$ cat src/rtl/dsc_pkg.sv
// Package: shared types and constant helpers for the dual-slope sequencer.
// Assumes: readings fit in at most 16 BCD digits.
package dsc_pkg;

    // Switch phase of the measurement cycle.
    typedef enum logic [1:0] {
        PH_AZ = 2'd0,
        PH_SI = 2'd1,
        PH_RI = 2'd2
    } phase_t;

    // Convert a binary constant to packed BCD, units in the low nibble.
    function automatic logic [63:0] bin_to_bcd(input int unsigned val, input int unsigned ndig);
        logic [63:0]  r;
        int unsigned  v;
        r = '0;
        v = val;
        for (int i = 0; i < 16; i++) begin
            if (i < ndig) r[4*i +: 4] = 4'(v % 10);
            v = v / 10;
        end
        return r;
    endfunction

endpackage

$ cat src/rtl/dsc_prescaler.sv
// Module: count-tick generator. Produces a one-clock tick every PRESCALE clocks.
// Assumes: PRESCALE >= 1; a value of 1 ticks on every clock.
module dsc_prescaler #(
    parameter int PRESCALE = 4
) (
    input  logic clk,
    input  logic rst_n,
    output logic tick_o
);
    localparam int PW = (PRESCALE > 1) ? $clog2(PRESCALE) : 1;
    localparam logic [PW-1:0] LAST = PW'(PRESCALE - 1);

    logic [PW-1:0] cnt_q;

    // Divide the oscillator clock down to count ticks.
    always_ff @(posedge clk) begin
        if (!rst_n)              cnt_q <= '0;
        else if (cnt_q == LAST)  cnt_q <= '0;
        else                     cnt_q <= cnt_q + 1'b1;
    end

    assign tick_o = (cnt_q == LAST);

endmodule

$ cat src/rtl/dsc_bcd_counter.sv
// Module: cascaded BCD decade counter with synchronous clear.
// Assumes: clear has priority over increment; it wraps silently past all nines.
module dsc_bcd_counter #(
    parameter int NDIG = 4
) (
    input  logic              clk,
    input  logic              rst_n,
    input  logic              clr_i,
    input  logic              inc_i,
    output logic [4*NDIG-1:0] value_o
);
    logic [NDIG-1:0] carry;

    assign carry[0] = inc_i;

    for (genvar g = 0; g < NDIG; g++) begin : g_dec
        logic [3:0] d_q;

        // Advance this decade when every lower decade rolls over.
        always_ff @(posedge clk) begin
            if (!rst_n)          d_q <= 4'd0;
            else if (clr_i)      d_q <= 4'd0;
            else if (carry[g])   d_q <= (d_q == 4'd9) ? 4'd0 : d_q + 4'd1;
        end

        if (g < NDIG - 1) begin : g_carry
            assign carry[g+1] = carry[g] && (d_q == 4'd9);
        end

        assign value_o[4*g +: 4] = d_q;


        digit_range_chk: assert property (@(posedge clk) disable iff (!rst_n)
            d_q <= 4'd9);
    end

endmodule

$ cat src/rtl/dsc_phase_ctrl.sv
// Module: cycle timer and phase state machine.
// The timer runs 0..CYCLE_COUNTS-1 on every count. The signal phase starts when it
// wraps, and the reference phase starts after SI_COUNTS. The reference phase ends on
// a comparator change or when the limit is reached; auto-zero fills the remainder.
// Assumes: CYCLE_COUNTS > SI_COUNTS + MAX_DEINT.
module dsc_phase_ctrl
    import dsc_pkg::*;
#(
    parameter int SI_COUNTS    = 1000,
    parameter int MAX_DEINT    = 2000,
    parameter int CYCLE_COUNTS = 4000,
    parameter int NDIG         = 4
) (
    input  logic              clk,
    input  logic              rst_n,
    input  logic              tick_i,
    input  logic              comp_i,
    input  logic [4*NDIG-1:0] count_i,
    output phase_t            phase_o,
    output logic              pol_o,
    output logic              clr_o,
    output logic              inc_o,
    output logic              done_o,
    output logic              over_o
);
    localparam int BW = 4 * NDIG;
    localparam int TW = $clog2(CYCLE_COUNTS);
    localparam logic [TW-1:0] T_WRAP = TW'(CYCLE_COUNTS - 1);
    localparam logic [TW-1:0] T_SI_END = TW'(SI_COUNTS - 1);
    localparam logic [TW-1:0] T_RST = TW'(SI_COUNTS + MAX_DEINT);
    localparam logic [TW-1:0] T_RI_LIM = TW'(SI_COUNTS + MAX_DEINT);
    localparam logic [63:0] LAST_FULL = bin_to_bcd(MAX_DEINT - 1, NDIG);
    localparam logic [BW-1:0] LAST_BCD = LAST_FULL[BW-1:0];

    phase_t        phase_q;
    logic [TW-1:0] t_q;
    logic          pol_q;

    // Decide counter actions and the end of the reference phase on each tick.
    always_comb begin
        clr_o  = 1'b0;
        inc_o  = 1'b0;
        done_o = 1'b0;
        over_o = 1'b0;
        if (tick_i) begin
            case (phase_q)
                PH_SI: clr_o = (t_q == T_SI_END);
                PH_RI: begin
                    if (comp_i != pol_q) begin
                        done_o = 1'b1;
                    end else if (count_i == LAST_BCD) begin
                        done_o = 1'b1;
                        over_o = 1'b1;
                    end else begin
                        inc_o = 1'b1;
                    end
                end
                default: ;
            endcase
        end
    end

    // Free-running cycle timer, one step per count.
    always_ff @(posedge clk) begin
        if (!rst_n)       t_q <= T_RST;
        else if (tick_i)  t_q <= (t_q == T_WRAP) ? '0 : t_q + 1'b1;
    end

    // Phase sequencing and polarity capture at the end of signal integration.
    always_ff @(posedge clk) begin
        if (!rst_n) begin
            phase_q <= PH_AZ;
            pol_q   <= 1'b0;
        end else if (tick_i) begin
            case (phase_q)
                PH_AZ: if (t_q == T_WRAP) phase_q <= PH_SI;
                PH_SI: if (t_q == T_SI_END) begin
                    phase_q <= PH_RI;
                    pol_q   <= comp_i;
                end
                PH_RI: if (done_o) phase_q <= PH_AZ;
                default: phase_q <= PH_AZ;
            endcase
        end
    end

    assign phase_o = phase_q;
    assign pol_o   = pol_q;


    phase_on_tick_chk: assert property (@(posedge clk) disable iff (!rst_n)
        !tick_i |=> $stable(phase_q));


    ri_window_chk: assert property (@(posedge clk) disable iff (!rst_n)
        (phase_q == PH_RI) |-> (t_q >= TW'(SI_COUNTS) && t_q < T_RI_LIM));


    wrap_starts_si_chk: assert property (@(posedge clk) disable iff (!rst_n)
        (tick_i && t_q == T_WRAP) |=> (phase_q == PH_SI));


    pol_hold_chk: assert property (@(posedge clk) disable iff (!rst_n)
        (phase_q == PH_RI && $past(phase_q) == PH_RI) |-> $stable(pol_q));

endmodule

$ cat src/rtl/dsc_result_latch.sv
// Module: output latch for the reading, sign and overrange, with a valid strobe.
// Assumes: load is a single-clock pulse.
module dsc_result_latch #(
    parameter int NDIG = 4
) (
    input  logic              clk,
    input  logic              rst_n,
    input  logic              load_i,
    input  logic [4*NDIG-1:0] digits_i,
    input  logic              neg_i,
    input  logic              over_i,
    output logic [4*NDIG-1:0] digits_o,
    output logic              neg_o,
    output logic              over_o,
    output logic              valid_o
);
    // Capture the result at the end of reference integration.
    always_ff @(posedge clk) begin
        if (!rst_n) begin
            digits_o <= '0;
            neg_o    <= 1'b0;
            over_o   <= 1'b0;
        end else if (load_i) begin
            digits_o <= digits_i;
            neg_o    <= neg_i;
            over_o   <= over_i;
        end
    end

    // Strobe that follows each capture.
    always_ff @(posedge clk) begin
        if (!rst_n) valid_o <= 1'b0;
        else        valid_o <= load_i;
    end


    hold_chk: assert property (@(posedge clk) disable iff (!rst_n)
        !load_i |=> ($stable(digits_o) && $stable(neg_o) && $stable(over_o)));


    strobe_width_chk: assert property (@(posedge clk) disable iff (!rst_n)
        valid_o |=> !valid_o);

endmodule

$ cat src/rtl/dsc_sequencer.sv
// Module: top of the dual-slope conversion phase sequencer.
// Connects the prescaler, phase controller, BCD decades and result latch, and
// decodes the phase into one-hot switch enables.
// Assumes: the comparator is synchronous to clk.
module dsc_sequencer
    import dsc_pkg::*;
#(
    parameter int PRESCALE     = 4,
    parameter int SI_COUNTS    = 1000,
    parameter int MAX_DEINT    = 2000,
    parameter int CYCLE_COUNTS = 4000,
    parameter int DIGITS       = 4
) (
    input  logic                clk,
    input  logic                rst_n,
    input  logic                comp_i,
    output logic                az_en_o,
    output logic                si_en_o,
    output logic                ri_en_o,
    output logic                ref_neg_o,
    output logic [4*DIGITS-1:0] digit_o,
    output logic                neg_o,
    output logic                over_o,
    output logic                valid_o
);
    localparam int BW = 4 * DIGITS;
    localparam logic [63:0] OVR_FULL = bin_to_bcd(MAX_DEINT, DIGITS);
    localparam logic [BW-1:0] OVR_BCD = OVR_FULL[BW-1:0];

    logic          tick;
    logic [BW-1:0] count;
    phase_t        phase;
    logic          pol, clr, inc, done, over;
    logic [BW-1:0] result;

    dsc_prescaler #(.PRESCALE(PRESCALE)) u_presc (
        .clk    (clk),
        .rst_n  (rst_n),
        .tick_o (tick)
    );

    dsc_phase_ctrl #(
        .SI_COUNTS    (SI_COUNTS),
        .MAX_DEINT    (MAX_DEINT),
        .CYCLE_COUNTS (CYCLE_COUNTS),
        .NDIG         (DIGITS)
    ) u_ctrl (
        .clk     (clk),
        .rst_n   (rst_n),
        .tick_i  (tick),
        .comp_i  (comp_i),
        .count_i (count),
        .phase_o (phase),
        .pol_o   (pol),
        .clr_o   (clr),
        .inc_o   (inc),
        .done_o  (done),
        .over_o  (over)
    );

    dsc_bcd_counter #(.NDIG(DIGITS)) u_bcd (
        .clk     (clk),
        .rst_n   (rst_n),
        .clr_i   (clr),
        .inc_i   (inc),
        .value_o (count)
    );

    // Overrange reports the limit value instead of the last decade state.
    assign result = over ? OVR_BCD : count;

    dsc_result_latch #(.NDIG(DIGITS)) u_latch (
        .clk      (clk),
        .rst_n    (rst_n),
        .load_i   (done),
        .digits_i (result),
        .neg_i    (~pol),
        .over_i   (over),
        .digits_o (digit_o),
        .neg_o    (neg_o),
        .over_o   (over_o),
        .valid_o  (valid_o)
    );

    assign az_en_o   = (phase == PH_AZ);
    assign si_en_o   = (phase == PH_SI);
    assign ri_en_o   = (phase == PH_RI);
    assign ref_neg_o = pol;


    one_switch_chk: assert property (@(posedge clk) disable iff (!rst_n)
        $countones({az_en_o, si_en_o, ri_en_o}) == 1);


    strobe_after_ri_chk: assert property (@(posedge clk) disable iff (!rst_n)
        $rose(valid_o) |-> ($past(ri_en_o) && az_en_o));

endmodule

$ cat config.mk
export PLATFORM = sky130hd
export DESIGN_NAME = dsc_sequencer
export DESIGN_NICKNAME = d
export VERILOG_FILES = /design/src/rtl/dsc_pkg.sv /design/src/rtl/dsc_prescaler.sv /design/src/rtl/dsc_bcd_counter.sv /design/src/rtl/dsc_phase_ctrl.sv /design/src/rtl/dsc_result_latch.sv /design/src/rtl/dsc_sequencer.sv
export SDC_FILE = /design/constraint.sdc
export NUM_CORES = 1
export LEC_CHECK = 0
export ABC_AREA = 1
export BUFFER_PORTS_ARGS = -buffer_cell sky130_fd_sc_hd__buf_4
export CAP_MARGIN = 10
export CORE_MARGIN = 2
export CORE_UTILIZATION = 40
export CTS_CLUSTER_SIZE = 16
export DETAILED_ROUTE_END_ITERATION = 10
export GPL_ROUTABILITY_DRIVEN = 1
export SLEW_MARGIN = 15
export SYNTH_ARGS = -nofsm -noshare
export SYNTH_HDL_FRONTEND = slang
export SYNTH_SLANG_ARGS = --single-unit
$ cat constraint.sdc
create_clock -name clk -period 4.15 [get_ports clk]
set_clock_uncertainty 0.05 [all_clocks]
set_input_delay 0.6225 -clock clk [delete_from_list [all_inputs] [get_ports clk]]
set_output_delay 0.6225 -clock clk [all_outputs]
set_load 0.02 [all_outputs]
# == After elaboration in Yosys (flattened, before gate mapping) ==
# Cells that the tools add are included.
# word_totals
register_bits,52
input_bits,3
out_inout_bits,23
elab_cells,65
# op_classes
add_sub_neg,6
eq_ne,14
mux,23
bitwise,2
n_reduce_logical,8
# ops
cell,n
"4-bit by 1-bit adder with 4-bit output, second input constant",4
"16-bit by 13-bit == test with 1-bit output, second input constant",1
"4-bit == test, second input constant",4
16-bit 2-to-1 mux,1
4-bit 2-to-1 mux,4
1-bit 2-to-1 mux,13
"12-bit by 1-bit adder with 12-bit output, second input constant",1
"12-bit by 10-bit == test with 1-bit output, second input constant",1
"12-bit == test, second input constant",1
12-bit 2-to-1 mux,1
2-bit 2-to-1 mux,3
"2-bit by 1-bit inequality test with 1-bit output, second input constant",3
2-bit case mux with 3 select lines,1
"2-bit == test, second input constant",2
4-bit AND reduction,1
2-bit OR reduction,2
1-bit logical AND,3
3-bit AND reduction,1
"2-bit by 1-bit adder with 2-bit output, second input constant",1
"2-bit by 1-bit == test with 1-bit output, second input constant",1
2-bit zero test,1
1-bit inverter,2
1-bit inequality test,1

# == Logic depth before layout (Yosys ltp) ==
# depth
ltp_word,8
mapped_depth,12
mapped_depth_nobuf,12

# == Hierarchy ==
# Synthesis repeated with hierarchy kept, for this count alone.
# hier_totals
hier_cells,455
hier_area_um2,2921.6
# modules_own_cells
module,instances,cells_per_inst,area_per_inst_um2,seq_area_each_um2
dsc_phase_ctrl,1,163,987.2,300.3
dsc_bcd_counter,1,126,883.3,320.3
dsc_result_latch,1,117,799.5,380.4
dsc_sequencer,1,41,180.2,0.0
dsc_prescaler,1,8,71.3,40.0

# == Worst setup path after synthesis ==
# No wires, ideal clock.
# synth_timing
path_kind,input -> register
start,in comp_i
end,reg u_latch.digits_o[10]
setup_time_ns,0.132
arrival_ns,1.371
required_ns,3.968
setup_slack_ns,2.596
path_stages,7
n_path_buf,1
cell_sequence,xor2_2 > nand2_1 > nand2_2 > inv_2 > buf_6 > nand2_1 > a21oi_1
# synth_via
elab_chain_len,5
word_cells_on_any_way,8
classes_between,eq/ne (1); mux (7)
# synth_rtl
item,line_no,text
start: declaration,dsc_sequencer.sv:16,"input logic comp_i,"
1-bit inequality test (*),dsc_phase_ctrl.sv:49,if (comp_i != pol_q) begin
1-bit 2-to-1 mux,dsc_phase_ctrl.sv:49,
1-bit 2-to-1 mux,dsc_phase_ctrl.sv:46,case (phase_q)
1-bit 2-to-1 mux,dsc_phase_ctrl.sv:45,if (tick_i) begin
16-bit 2-to-1 mux,dsc_sequencer.sv:70,assign result = over ? OVR_BCD : count;
end signal: assignment,dsc_result_latch.sv:24,digits_o <= digits_i;
end: declaration,dsc_result_latch.sv:12,"output logic [4*NDIG-1:0] digits_o,"
# Mark *: on every way between the ends. The rest lies on a longest branch, timed or not.
# A chain may end at the register's enable or synchronous reset.

# == Worst setup path in the final report ==
# layout_timing
start,reg u_presc.cnt_q[0]
end,reg u_bcd.g_dec[3].d_q[3]
# layout_via
elab_chain_len,5
word_cells_on_any_way,7
classes_between,eq/ne (1); mux (2); reduce/logical (4)
# layout_rtl
item,line_no,text
start: declaration,dsc_prescaler.sv:13,logic [PW-1:0] cnt_q;
start signal: assignment,dsc_prescaler.sv:19,else cnt_q <= cnt_q + 1'b1;
2-bit == test (*),dsc_prescaler.sv:22,assign tick_o = (cnt_q == LAST);
1-bit 2-to-1 mux,dsc_phase_ctrl.sv:45,
1-bit logical AND (3 in series),dsc_bcd_counter.sv:27,assign carry[g+1] = carry[g] && (d_q == 4'd9);
end signal: assignment,dsc_bcd_counter.sv:23,else if (carry[g]) d_q <= (d_q == 4'd9) ? 4'd0 : d_q + 4'd1;
end: declaration,dsc_bcd_counter.sv:17,logic [3:0] d_q;
# Marked as above.

==> out/qor.txt <==
Status: finished clean
Setup TNS: 0 ns
Combinational share of power: 2.8%
Final Wtd Congestion: 0.801
Final setup vio count: 0
Core area: 5920 sq um
Post-route clock period utilization: 48.2%
Clock-pin slew on the worst setup and hold paths: 0.09 ns
Number of violations of the max-capacitance limit: 0
Cell type with the largest total area after synthesis: dfxtp_1
Total number of nets in the final design: 372
Antenna violations before repair: 0
Cell at the root of the clock tree: clkbuf_8
Portion of total power attributed to sequential cells: 61.0%
Switching power: 180 uW
Post-synth cell types: 35
Maximum ir drop on the vdd rail: 0.145 mV
Top Usage Layer GRT: met1
Clock network fraction of total power: 36.1%
Mean cell area of the mapped netlist: 7.16 sq um
Die area: 6770 sq um
Overall global routing resource usage: 17.1%
CP Launch Type: flop
Worst endpoint data arrival time: 2.14 ns
CTS Sinks: 52
Chip Height: 82.3 um
TritonCTS clock tree: done
Critical path class: reg2reg
Count of fill cells added during filler insertion: 628
Number of buffers inserted by port buffering: 25
Io pins: 26
Area share of the largest cell type after synthesis: 42.5%
Number of antenna repair diodes: 0
Sw frac: 21.9%
Worst EP required: 4.29 ns
Final cell count without fillers: 443
Starting DRT DRC Count: 96
Final HPWL from detailed placement: 3700 um
Horizontal extent of the die: 82.3 um
Average vias per placed instance: 4.89
Post_cts resized: 0
Post-CTS setup buffers: 0
DRT Wirelength: 5170 um
Row Count: 28
WL per Instance: 11.7 um
Count of mapped cells out of synthesis: 342
Power density over the cells: 297 nW/um^2
Rel. slew slack: 54.0%
Leakage Power: 0.00118 uW
Vias: 2,166
DRC violations left: 0
Met3 usage: 4.02%
Drt first pass iters: 4
Hold Worst Slack: 0.373 ns
Flip-flop cell with the highest count after synthesis: dfxtp_1
Top fanout value on the critical path: 10
Shortest period the worst path allows: 2.00 ns
Proportion of synthesized chip area in sequential cells: 42.5%
GRT met2 Usage: 24.2%
Final count of hold timing violations: 0
Share of post-route cells with drive strength above 1: 17.1%
Number of enable-type register cells in the synthesized netlist: 0
Largest net degree at the start of global routing: 21
Layout Area Growth over Synthesis: 13.3%
Critical Path End Type: flop
Top post-synthesis cells by count: nand2_1 (90), dfxtp_1 (52), a21oi_1 (35)
Hold/Removal Path Class: reg2reg
Nets in the synthesized netlist: 347
Dominant cells by area after synthesis: dfxtp_1 (42%), nand2_1 (14%), a21oi_1 (7.2%)
Final ANT Viol Nets: 0
Htree depth: 2
Dominant cell by count in the synthesized netlist: nand2_1
YS warnings: 0
Setup repair after global routing missed its margin: false
Hold buffers post-CTS: 0
Via count of the first global-routing pass: 1,951
Global-route wire length before repair: 8960 um
Internal power consumption: 645 uW
Worst-margin pin slew: 0.690 ns
Met1 routing resource usage after global routing: 25.0%
Cell count after placement: 435
Slew Viols, Final: 0
Clock insertion delay at the later pin of the skew report: 0.31 ns
FF+latch count, synth: 52
Starting Density: 41.4%
Total congestion overflow: 0
Number of clock buffers inserted by TritonCTS: 5
Timing-limited maximum frequency: 500 MHz
Proportion of synthesized flip-flops having asynchronous set or reset: 0%
Post-synthesis instance area: 2450 sq um
Number of buffers on the longest clock path: 2
## layout make-up
type	instances	area (sq um)	share of cell area, %
clock buffer	8	90.1	3.25
inverter	40	150	5.41
multi-input combinational	243	1210	43.7
sequential	52	1040	37.5
tap	75	93.8	3.38
timing repair buffer	25	188	6.76
## sequential cells by signal, summed over array words and instances (netlist names)
signal / count
u_latch.valid_o: 1
u_bcd.g_dec.d_q: 16
u_ctrl.pol_o: 1
u_latch.digits_o: 16
u_ctrl.phase_o: 2
u_presc.cnt_q: 2
u_latch.over_o: 1
u_ctrl.t_q: 12
u_latch.neg_o: 1
## stage by stage
| stage | setup WS, ns | utilization (%) | power, uW | cell area [sq um] |
|---|---|---|---|---|
| after floorplan | 2.60 | - | 531 | 2450 |
| after global placement | 2.30 | 45.4 | 537 | 2690 |
| after detailed placement | 2.19 | 45.4 | 538 | 2690 |
| after CTS | 2.16 | 46.9 | 842 | 2780 |
| after global routing | 1.95 | 46.9 | 856 | 2780 |
| final | 2.15 | 46.9 | 825 | 2780 |
## worst max-delay path, cell delays in order (launching register included)
cell,delay [ns]
dfxtp_1,0.34
ha_1,0.36
inv_2,0.14
nor3_1,0.23
nand4_1,0.17
nand2_1,0.26
inv_2,0.14
o21ai_0,0.13
nor2_1,0.08
## kinds of logic (layout without fill, tap and decap cells)
kind of cell	count (synthesis)	count (layout)	share of synthesized area (%)
AND/OR/NAND/NOR	178	178	34.2
adder cells (fa/ha/maj)	2	2	1.02
XOR/XNOR	4	4	1.74
flip-flops	52	52	42.5
AO/OA/AOI/OAI	59	59	12.6
buffers and inverters	47	73	8.02
## power groups by stage
stage	Sequential, uW	Combinational [uW]	Clock, uW
final	503	23.3	298
after global routing	504	26.2	326
after CTS	503	23.5	315
after detailed placement	515	23.2	0
after global placement	515	22.5	0
after floorplan	515	16.8	0
## per-layer routing
layer,up-vias,routed length (um)
li1,1143,-
met1,971,2750
met2,44,2080
met3,8,249
met4,0,94
met5,-,0
## path summary, 6_finish.rpt
check                           cells past startpoint  slack [ns]               endpoint              from
worst max-delay path                                8        2.15  u_bcd.g_dec[3].d_q[3]  u_presc.cnt_q[0]
worst min-delay path                                1        0.37       u_presc.cnt_q[0]  u_presc.cnt_q[0]
worst max register to register                      8        2.15  u_bcd.g_dec[3].d_q[3]  u_presc.cnt_q[0]
worst min register to register                      1        0.37       u_presc.cnt_q[0]  u_presc.cnt_q[0]
## cell usage in the layout, fill, tap and decap left out, types with 2 or more instances in the layout
| cell | n |
|---|---|
| nand2_2 | 6 |
| buf_4 | 25 |
| dfxtp_1 | 52 |
| nand3_2 | 2 |
| nand3b_1 | 3 |
| clkbuf_1 | 2 |
| nor2_4 | 4 |
| clkbuf_8 | 6 |
| xor2_1 | 3 |
| inv_2 | 8 |
| nand2_1 | 90 |
| nand3_1 | 20 |
| nor2_1 | 33 |
| ha_1 | 2 |
| nand4_1 | 4 |
| nor3_1 | 3 |
| inv_1 | 32 |
| a21oi_1 | 35 |
| nor2_2 | 6 |
| o21ai_0 | 18 |
(Power assumes the default switching activity.)
